`src/rtl/irqc_pkg.sv`:
```
package irqc_pkg;
  localparam int NSRC        = 64;
  localparam int IDX_W       = $clog2(NSRC);
  localparam int PRIO_W      = 4;
  localparam int MASK_W      = 5;
  localparam int DW          = 32;
  localparam int HALF        = NSRC / 2;
  localparam int PRIO_PER_W  = DW / PRIO_W;
  localparam int PRIO_WORDS  = NSRC / PRIO_PER_W;
  localparam int PSEL_W      = $clog2(PRIO_WORDS);
  localparam int ADDR_W      = 8;

  localparam logic [ADDR_W-1:0] OFS_CTRL   = 8'd0;
  localparam logic [ADDR_W-1:0] OFS_MASK   = 8'd1;
  localparam logic [ADDR_W-1:0] OFS_ENNUM  = 8'd2;
  localparam logic [ADDR_W-1:0] OFS_DISNUM = 8'd3;
  localparam logic [ADDR_W-1:0] OFS_EN_HI  = 8'd4;
  localparam logic [ADDR_W-1:0] OFS_EN_LO  = 8'd5;
  localparam logic [ADDR_W-1:0] OFS_TY_HI  = 8'd6;
  localparam logic [ADDR_W-1:0] OFS_TY_LO  = 8'd7;
  localparam logic [ADDR_W-1:0] OFS_PRI_LO = 8'd8;
  localparam logic [ADDR_W-1:0] OFS_PRI_HI = 8'd15;
  localparam logic [ADDR_W-1:0] OFS_NSTAT  = 8'd16;
  localparam logic [ADDR_W-1:0] OFS_FSTAT  = 8'd17;
  localparam logic [ADDR_W-1:0] OFS_SRC_HI = 8'd18;
  localparam logic [ADDR_W-1:0] OFS_SRC_LO = 8'd19;
  localparam logic [ADDR_W-1:0] OFS_FRC_HI = 8'd20;
  localparam logic [ADDR_W-1:0] OFS_FRC_LO = 8'd21;
  localparam logic [ADDR_W-1:0] OFS_NPV_HI = 8'd22;
  localparam logic [ADDR_W-1:0] OFS_NPV_LO = 8'd23;
  localparam logic [ADDR_W-1:0] OFS_FPV_HI = 8'd24;
  localparam logic [ADDR_W-1:0] OFS_FPV_LO = 8'd25;
  localparam logic [ADDR_W-1:0] OFS_VEC_LO = 8'd64;
  localparam logic [ADDR_W-1:0] OFS_VEC_HI = 8'd191;
endpackage

```
`src/rtl/irqc_src_track.sv`:
```
module irqc_src_track #(
  parameter int N = 64
) (
  input  logic         clk,
  input  logic         rst,
  input  logic [N-1:0] lvl,
  output logic [N-1:0] rise,
  output logic [N-1:0] fall
);
  logic [N-1:0] lvl_q;

  always_ff @(posedge clk) begin
    if (rst) lvl_q <= '0;
    else     lvl_q <= lvl;
  end

  assign rise = lvl & ~lvl_q;
  assign fall = ~lvl & lvl_q;
endmodule

```
`src/rtl/irqc_prio_tree.sv`:
```
// Balanced tournament: highest priority wins, the higher index wins a tie.
// N must be a power of two.
module irqc_prio_tree #(
  parameter int N  = 64,
  parameter int PW = 4,
  parameter int IW = 6
) (
  input  logic [N-1:0]    req,
  input  logic [N*PW-1:0] prio_flat,
  output logic            win_vld,
  output logic [PW-1:0]   win_prio,
  output logic [IW-1:0]   win_idx
);
  typedef struct packed {
    logic          v;
    logic [PW-1:0] p;
    logic [IW-1:0] i;
  } cand_t;

  function automatic cand_t pick(cand_t lo, cand_t hi);
    if (hi.v && (!lo.v || hi.p >= lo.p)) return hi;
    return lo;
  endfunction

  cand_t node [2*N-1];

  for (genvar g = 0; g < N; g++) begin : g_leaf
    assign node[N-1+g] = '{v: req[g], p: prio_flat[g*PW +: PW], i: IW'(g)};
  end

  for (genvar j = 0; j < N-1; j++) begin : g_node
    assign node[j] = pick(node[2*j+1], node[2*j+2]);
  end

  assign win_vld  = node[0].v;
  assign win_prio = node[0].p;
  assign win_idx  = node[0].i;
endmodule

```
`src/rtl/irqc_low_pick.sv`:
```
module irqc_low_pick #(
  parameter int N  = 64,
  parameter int IW = 6
) (
  input  logic [N-1:0]  req,
  output logic          vld,
  output logic [IW-1:0] idx
);
  always_comb begin
    vld = 1'b0;
    idx = '0;
    for (int i = N-1; i >= 0; i--) begin
      if (req[i]) begin
        vld = 1'b1;
        idx = IW'(i);
      end
    end
  end
endmodule

```
`src/rtl/irq_fiq_ctrl.sv`:
```
module irq_fiq_ctrl
  import irqc_pkg::*;
#(
  parameter logic [DW-1:0] CTRL_MASK = 32'h0000_00FF
) (
  input  logic              clk,
  input  logic              rst,
  input  logic              bus_rd,
  input  logic              bus_wr,
  input  logic [ADDR_W-1:0] bus_addr,
  input  logic [DW-1:0]     bus_wdata,
  output logic [DW-1:0]     bus_rdata,
  output logic              bus_err,
  input  logic [NSRC-1:0]   src_lvl,
  output logic              irq_o,
  output logic              fiq_o
);
  localparam logic [MASK_W-1:0] MASK_ALL = '1;

  logic [NSRC-1:0]   pend, pend_next, en, fast;
  logic [DW-1:0]     ctrl;
  logic [MASK_W-1:0] mask_q;
  logic [DW-1:0]     prio_w [PRIO_WORDS];
  logic [NSRC*PRIO_W-1:0] prio_flat;

  logic [NSRC-1:0]   rise, fall, norm_req, fast_req;
  logic              n_vld, f_vld;
  logic [PRIO_W-1:0] n_prio;
  logic [IDX_W-1:0]  n_idx, f_idx;
  logic [DW-1:0]     nstat_val, fstat_val, rd_val;
  logic              known, in_pri, in_vec, rd_go, wr_go;
  logic [PSEL_W-1:0] pri_sel;

  irqc_src_track #(.N(NSRC)) u_track (
    .clk(clk), .rst(rst), .lvl(src_lvl), .rise(rise), .fall(fall)
  );

  for (genvar w = 0; w < PRIO_WORDS; w++) begin : g_pflat
    assign prio_flat[w*DW +: DW] = prio_w[w];
  end

  assign norm_req = pend & en & ~fast;
  assign fast_req = pend & en & fast;

  irqc_prio_tree #(.N(NSRC), .PW(PRIO_W), .IW(IDX_W)) u_tree (
    .req(norm_req), .prio_flat(prio_flat),
    .win_vld(n_vld), .win_prio(n_prio), .win_idx(n_idx)
  );

  irqc_low_pick #(.N(NSRC), .IW(IDX_W)) u_low (
    .req(fast_req), .vld(f_vld), .idx(f_idx)
  );

  assign rd_go   = bus_rd;
  assign wr_go   = bus_wr & ~bus_rd;
  assign in_pri  = (bus_addr >= OFS_PRI_LO) && (bus_addr <= OFS_PRI_HI);
  assign in_vec  = (bus_addr >= OFS_VEC_LO) && (bus_addr <= OFS_VEC_HI);
  assign pri_sel = PSEL_W'(OFS_PRI_HI - bus_addr);
  assign known   = (bus_addr <= OFS_FPV_LO) || in_vec;

  assign nstat_val = n_vld ? {16'(n_idx), 16'(n_prio)} : '1;
  assign fstat_val = f_vld ? DW'(f_idx) : '1;

  always_comb begin
    rd_val = '0;
    case (bus_addr)
      OFS_CTRL:   rd_val = ctrl;
      OFS_MASK:   rd_val = DW'(mask_q);
      OFS_EN_HI:  rd_val = en[NSRC-1:HALF];
      OFS_EN_LO:  rd_val = en[HALF-1:0];
      OFS_TY_HI:  rd_val = fast[NSRC-1:HALF];
      OFS_TY_LO:  rd_val = fast[HALF-1:0];
      OFS_NSTAT:  rd_val = nstat_val;
      OFS_FSTAT:  rd_val = fstat_val;
      OFS_SRC_HI: rd_val = pend[NSRC-1:HALF];
      OFS_SRC_LO: rd_val = pend[HALF-1:0];
      OFS_NPV_HI: rd_val = norm_req[NSRC-1:HALF];
      OFS_NPV_LO: rd_val = norm_req[HALF-1:0];
      OFS_FPV_HI: rd_val = fast_req[NSRC-1:HALF];
      OFS_FPV_LO: rd_val = fast_req[HALF-1:0];
      default:    if (in_pri) rd_val = prio_w[pri_sel];
    endcase
  end

  always_comb begin
    pend_next = (pend | rise) & ~fall;
    if (wr_go && bus_addr == OFS_FRC_HI) pend_next[NSRC-1:HALF] = bus_wdata;
    if (wr_go && bus_addr == OFS_FRC_LO) pend_next[HALF-1:0]    = bus_wdata;
    if (rd_go && bus_addr == OFS_NSTAT && n_vld) pend_next[n_idx] = 1'b0;
    if (rd_go && bus_addr == OFS_FSTAT && f_vld) pend_next[f_idx] = 1'b0;
  end

  always_ff @(posedge clk) begin
    if (rst) begin
      pend      <= '0;
      en        <= '0;
      fast      <= '0;
      ctrl      <= '0;
      mask_q    <= MASK_ALL;
      bus_rdata <= '0;
      bus_err   <= 1'b0;
      irq_o     <= 1'b0;
      fiq_o     <= 1'b0;
      for (int w = 0; w < PRIO_WORDS; w++) prio_w[w] <= '0;
    end else begin
      pend    <= pend_next;
      bus_err <= (rd_go | wr_go) & ~known;
      irq_o   <= n_vld && (mask_q == MASK_ALL || MASK_W'(n_prio) > mask_q);
      fiq_o   <= |fast_req;
      if (rd_go) bus_rdata <= rd_val;
      if (wr_go) begin
        case (bus_addr)
          OFS_CTRL:   ctrl <= bus_wdata & CTRL_MASK;
          OFS_MASK:   mask_q <= bus_wdata[MASK_W-1:0];
          OFS_ENNUM:  en[bus_wdata[IDX_W-1:0]] <= 1'b1;
          OFS_DISNUM: en[bus_wdata[IDX_W-1:0]] <= 1'b0;
          OFS_EN_HI:  en[NSRC-1:HALF]   <= bus_wdata;
          OFS_EN_LO:  en[HALF-1:0]      <= bus_wdata;
          OFS_TY_HI:  fast[NSRC-1:HALF] <= bus_wdata;
          OFS_TY_LO:  fast[HALF-1:0]    <= bus_wdata;
          default:    if (in_pri) prio_w[pri_sel] <= bus_wdata;
        endcase
      end
    end
  end
endmodule

```
`config.mk`:
```
export PLATFORM = sky130hd
export DESIGN_NAME = irq_fiq_ctrl
export DESIGN_NICKNAME = d
export VERILOG_FILES = /design/src/rtl/irqc_pkg.sv /design/src/rtl/irqc_src_track.sv /design/src/rtl/irqc_prio_tree.sv /design/src/rtl/irqc_low_pick.sv /design/src/rtl/irq_fiq_ctrl.sv
export SDC_FILE = /design/constraint.sdc
export NUM_CORES = 2
export LEC_CHECK = 0
export ABC_AREA = 1
export BUFFER_PORTS_ARGS = -buffer_cell sky130_fd_sc_hd__buf_2
export CAP_MARGIN = 20
export CORE_MARGIN = 4
export CORE_UTILIZATION = 35
export CTS_CLUSTER_DIAMETER = 200
export CTS_CLUSTER_SIZE = 14
export DETAILED_ROUTE_END_ITERATION = 6
export PLACE_DENSITY = 0.62
export RECOVER_POWER = 25
export REMOVE_ABC_BUFFERS = 1
export SLEW_MARGIN = 15
export SYNTH_ARGS = -nofsm -noshare
export SYNTH_HDL_FRONTEND = slang
export SYNTH_HIERARCHICAL = 1
export SYNTH_SLANG_ARGS = --single-unit
```
`constraint.sdc`:
```
create_clock -name clk -period 14.2 [get_ports clk]
set_input_delay 2.84 -clock clk [delete_from_list [all_inputs] [get_ports clk]]
set_output_delay 2.84 -clock clk [all_outputs]
set_load 0.03 [all_outputs]
```
# [Yosys cells after proc, flatten, opt, wreduce, memory -nomap -nowiden]
# Memory sizes are Yosys's and may differ from the RTL's.
# Index checks and enable logic that the tools add are counted.
[word_totals] in_bits=108 reg_bits=304 wordCells=688 ram_bits=256 memories=1
[op_classes] muxes=343 addsub=1 eq_ne=18 n_lt_le_gt_ge=75 bitwise_logic=23 n_reduce_logical=215
[memory_table] memory="prio_w" words=8 width=32 rd=9 rd_clocked_by_memory_dff=0 write_ports=8 line="irq_fiq_ctrl.sv:23" source="logic [DW-1:0] prio_w [PRIO_WORDS];"
[ops] op="two-way mux 11 bit" n=126
[ops] op="bitwise AND 64 bit" n=9
[ops] op="NOT 64 bit" n=7
[ops] op="case mux 32 bit (14 select lines)" n=1
[ops] op="two-way mux 6 bit" n=64
[ops] op=">= comparator 4 bit" n=63
[ops] op="two-way mux 32 bit" n=6
[ops] op="case mux 32 bit (3 select lines)" n=2
[ops] op="two-way mux 1 bit" n=138
[ops] op="two-way mux 64 bit" n=2
[ops] op="OR 64 bit" n=2
[ops] op="equality test 8 x 5 -> 1 bit, second input constant" n=10
[ops] op="logical AND 1 bit" n=75
[ops] op="logical OR 1 bit" n=65
[ops] op="OR reduction 64 bit" n=1
[ops] op="zero test 1 bit" n=63
[ops] op="equality test 8 x 3 -> 1 bit, second input constant" n=4
[ops] op="OR reduction 32 bit" n=1
[ops] op="less-than comparator 6 x 7 -> 1 bit, second input constant" n=3
[ops] op="demux 1 bit (select 6 bit)" n=3
[ops] op=">= comparator 6 x 1 -> 1 bit, second input constant" n=3
[ops] op="equality test 8 x 2 -> 1 bit, second input constant" n=2
[ops] op="AND reduction 2 bit" n=6
[ops] op="equality test 8 x 1 -> 1 bit, second input constant" n=1
[ops] op="other kinds (15)" n=18

# [Longest topological paths before layout]
[logic_depth] word_depth=73 depth_mapped=71

# [Hierarchy]
# The synthesis kept the hierarchy.
[by_module_without_submodules] module="irq_fiq_ctrl" area_per_inst_um2=28398.5 n_inst=1 cells_each=4216
[by_module_without_submodules] module="irqc_prio_tree" area_per_inst_um2=11896.4 n_inst=1 cells_each=2169
[by_module_without_submodules] module="irqc_src_track" area_per_inst_um2=2561.2 n_inst=1 cells_each=391
[by_module_without_submodules] module="irqc_low_pick" area_per_inst_um2=914.6 n_inst=1 cells_each=224

# [Least setup slack after synthesis]
# Ideal clock, no wire load.
[synth_timing] kind="register to register" start="mem prio_w[6][15]" end="reg pend[57]" arrival_time_ns=7.973 setup_time_ns=0.117 path_stages_with_launch=62 path_buffers=2 slack_ns=6.110 synth_period_minus_slack_ns=8.090 path_cell_list="edfxtp_1 > ha_1 > nand2_1 > inv_1 > nand3_1 > nand4_1 > nand2_1 > nand2_1 > nand2_1 > inv_1 > ha_1 > inv_1 > o21bai_1 > nand2_1 > nand4_1 > nand2_1 > inv_1 > nand3_1 > (+26 left out) > buf_4 > nand3_1 > and2_1 > ha_1 > inv_1 > a21oi_1 > o21a_1 > o21ai_0 > nand2_1 > o22ai_4 > buf_4 > nand2_1 > o21ai_1 > inv_1 > nor3_1 > nand3_1 > o211ai_1 > nor2_1"
[synth_rtl] item="start, declared" line="irq_fiq_ctrl.sv:23"
[synth_rtl] item="end signal, assigned" line="irq_fiq_ctrl.sv:106" source="pend <= pend_next;"
[synth_rtl] item="end, declared" line="irq_fiq_ctrl.sv:20" source="logic [NSRC-1:0] pend, pend_next, en, fast;"

# [Final worst setup path]
[layout_timing] start="reg pend[62]" end="reg pend[57]"
[layout_rtl] item="bitwise AND 64 bit (*) (2 in a row)" line="irq_fiq_ctrl.sv:42" source="assign norm_req = pend & en & ~fast;"
[layout_rtl] item="via norm_req[62]" line="irq_fiq_ctrl.sv:26" source="logic [NSRC-1:0] rise, fall, norm_req, fast_req;"
[layout_rtl] item="zero test 1 bit" line="irqc_prio_tree.sv:21" source="if (hi.v && (!lo.v || hi.p >= lo.p)) return hi;"
[layout_rtl] item="logical OR 1 bit" line="irqc_prio_tree.sv:21"
[layout_rtl] item="logical AND 1 bit" line="irqc_prio_tree.sv:21"
[layout_rtl] item="two-way mux 1 bit" line="irqc_prio_tree.sv:21"
[layout_rtl] item="two-way mux 11 bit (*)" line="irqc_prio_tree.sv:22" source="return lo;"
[layout_rtl] item=">= comparator 4 bit" line="irqc_prio_tree.sv:21"
[layout_rtl] item="(+24 left out)"
[layout_rtl] item="via n_idx[5]" line="irq_fiq_ctrl.sv:29" source="logic [IDX_W-1:0] n_idx, f_idx;"
[layout_rtl] item="(+1 left out)"
[layout_rtl] item="logical AND 1 bit (not written as such)" line="irq_fiq_ctrl.sv:89" source="if (rd_go && bus_addr == OFS_NSTAT && n_vld) pend_next[n_idx] = 1'b0;"
[layout_rtl] item="two-way mux 1 bit (not written as such)" line="irq_fiq_ctrl.sv:89"
[layout_rtl] item="demux 1 bit (select 6 bit) (*)" line="irq_fiq_ctrl.sv:89"
[layout_rtl] item="NOT 64 bit (no line) (*)"
[layout_rtl] item="bitwise AND 64 bit (no line) (*)"
[layout_rtl] item="two-way mux 64 bit (*)" line="irq_fiq_ctrl.sv:89"
[layout_rtl] item="bitwise AND 64 bit (no line)"
[layout_rtl] item="two-way mux 64 bit (*)" line="irq_fiq_ctrl.sv:90" source="if (rd_go && bus_addr == OFS_FSTAT && f_vld) pend_next[f_idx] = 1'b0;"
# The timed path passes the listed nets; every way through them passes the cells marked *. The select of a mux whose other input is x is not followed.
# A chain may end at the register's enable or synchronous reset.

==> flow_summary.toml <==
[synthesis]
ys_seq_area_frac = 0.315
ys_types = 47
ys_warn_count = 6
netlist_instances = 7000
synth_area_per_cell_sq_um = 6.25
synth_area_sq_um = 43800
synth-seq-cells = 560

[sta]
slew_violations = 346
setup_viol = 0
min_period_ns = 11.12
clock_skew_ns = 0.0490
clock.fmax_ghz = 0.0900
slew_headroom = -1.41
finalHoldViolCount = 0
fin_crit_sh = 0.783
setup_tns_ns = 0
rsz0062_at_grt = "no"
worst_slew_pin_slew_ns = 3.61
fin_hold_ws_ns = 0.479

[setup_path]
cpMostUsedCell = "inv_1"
start_kind = "flop"
r2r_start = "pend[62]"
reg2reg_to = "pend[57]"
critPathMaxStageDelay_ns = 0.92
rr_worst_depth = 58
critical_path_arrival_ns = 11.68
critPathMaxFanout = 15
critPathRequiredTime_ns = 14.76
crit_slowest_cell = "nor3_1"
worst-r2r-setup-slack_ns = 3.08
crit_type = "flop to flop"
crit_path_end_kind = "flop"

[clock_tree]
insertion_delay_ns = 0.68
ctsHoldBuffers = 0
cts_buffers = 45
clock-root-buffer = "clkbuf_16"
post-cts-setup-buffers = 0
cts_resized = 0
cts_max_path_buffers = 3
cts_tree = "built"
cts_sinks = 560
htreeDepth = 2
path_clk_slew_ns = 0.07

[power]
power.density_nw_per_um2 = 78.4
cellLeakagePower_nw = 24.0
ir_drop_mv = 0.0819
p_clk_frac = 0.342
p_int_w = 0.00252
pwr-share-seq = 0.492
power_switching_w = 0.00120
pwr-share-comb = 0.166
switching_share = 0.322

[detailed_routing]
wirelength_mm = 203
drt-initial-drc-count = 5891
dr_total_vias = 47671
vias_per_cell = 5.48
avgRoutedWirePerCell_microns = 23.3
drc = 4
antenna_left = 0
dr.pass1.iters = 7

[placement]
place_area_sq_um = 46200
portBuffers = 142
dp.final_hpwl_mm = 155
gp_congestion = 1.05

[grt]
grt_pass1_wl_mm = 290
grt_pass1_vias = 43889
grt_start_max_net_pins = 79
overflow = 0
antenna_found_initial = 8
grtUsageTotal = 0.298

[floorplan]
chipHeight_microns = 362
start_util = 0.353
die_x_microns = 362
num_rows = 129
die_area_sq_um = 131000
core_sq_um = 124000
io_pins = 143

[layout]
final_cell_mix = "nand2_1, nor2_1, inv_1"
nNetsFinal = 7405
utilization = 0.382
stdcell_area_sq_um = 47400
drive_gt1_frac = 0.0488
fill_cells = 13521
final_common_cell = "nand2_1"
areaGrowthSynthToFinish_pct = 8.29

[job]
cap_violations = 9

[hold_path]
holdCritPathClass = "flop to flop"
hold_end = "fast[15]"
min_path_cells = 2
hp-start = "fast[15]"

[run_status]
violations = "design-rule violations, max-capacitance violations, max-slew violations"
status = "complete, but fails checks"
per-stage QoR:
step           total power [W]  cells  setup slack (ns)
6_report               0.00372   8702              3.08
5_1_grt                0.00385   8701              2.24
3_3_place_gp           0.00245   8627              3.52
2_1_floorplan          0.00218   6757              5.75
4_1_cts                0.00372   8698              3.38
3_5_place_dp           0.00246   8628              3.41
cells in the mapped netlist (all sizes together):
library cell | n | share of area
a21o | 1 | 0.00017
or2 | 15 | 0.0022
o21ai | 353 | 0.040
a211oi | 4 | 0.00069
edfxtp | 256 | 0.18
inv | 1079 | 0.093
a21boi | 1 | 0.00017
nand3b | 51 | 0.0087
ha | 256 | 0.073
and2 | 71 | 0.010
nand4 | 123 | 0.018
clkinv | 9 | 0.00089
dfxtp | 304 | 0.14
o21a | 2 | 0.00034
nor2 | 1270 | 0.11
nand2 | 1709 | 0.15
a31oi | 1 | 0.00014
nand3 | 931 | 0.11
o211ai | 81 | 0.014
o21bai | 29 | 0.0050
o311ai | 1 | 0.00020
a21oi | 165 | 0.019
buf | 112 | 0.015
clkbuf | 131 | 0.011
o22ai | 1 | 0.00046
nor4 | 6 | 0.00086
nor3 | 38 | 0.0049
registers in the layout, indices dropped and copies added (netlist names):
signal	cells
prio_w	256
en	64
fast	64
pend	64
u_track/lvl_q	64
bus_rdata	32
ctrl	8
mask_q	5
bus_err	1
fiq_o	1
irq_o	1
power by group through the flow:
| stage | registers [W] | clock network (W) | logic, W |
|---|---|---|---|
| global placement | 0.00186 | 0 | 0.000593 |
| floorplan | 0.00183 | 0 | 0.000352 |
| global route | 0.00183 | 0.00134 | 0.000678 |
| detailed placement | 0.00186 | 0 | 0.000601 |
| CTS | 0.00182 | 0.00129 | 0.000604 |
| finish | 0.00183 | 0.00127 | 0.000617 |
worst max-delay path by stage:
stage	depth (start not counted)	startpoint	slack, ns	end
6_report	58	pend[62]	3.08	pend[57]
3_5_place_dp	58	pend[50]	3.41	pend[57]
2_1_floorplan	55	prio_w[5][31]	5.75	pend[57]
4_1_cts	58	pend[50]	3.38	pend[57]
5_1_grt	57	pend[58]	2.24	pend[61]
3_3_place_gp	54	pend[46]	3.52	pend[61]
layer usage:
| metal | track usage | part of all wire |
|---|---|---|
| met5 | 0 | 0.00013 |
| met1 | 0.390 | 0.40 |
| met3 | 0.0490 | 0.10 |
| met2 | 0.474 | 0.44 |
| met4 | 0.154 | 0.061 |
worst max-delay path, delay by kind of cell (launching register included):
kind / cells / cell delay, ns
adder cells (fa/ha/maj): 5 / 1.37
AND/OR/NAND/NOR: 30 / 5.72
AO/OA/AOI/OAI: 11 / 1.97
buffers and inverters: 12 / 1.45
flip-flops: 1 / 0.46
cell families (layout without fill, tap and decap cells):
| group | Yosys count | in the layout | synth area share |
|---|---|---|---|
| buffers and inverters | 1331 | 1395 | 0.120 |
| and+or+nand+nor | 4214 | 4214 | 0.412 |
| adders and majority gates | 256 | 256 | 0.0732 |
| other | 0 | 1 | 0 |
| AOI/OAI and AO/OA | 639 | 639 | 0.0805 |
| DFF | 560 | 560 | 0.315 |
layout make-up:
cell class                 instances  area [sq um]  share of cell area
antenna                            1          2.50           0.0000528
clock buffer                      67          1210              0.0255
clock inverter                     3          68.8             0.00145
inverter                        1088          4100              0.0864
multi-input combinational       5109         24900               0.524
sequential                       560         13800               0.291
tap                             1637          2050              0.0432
timing repair buffer             237          1350              0.0285
Note: power is estimated with default switching activity, not from simulation.
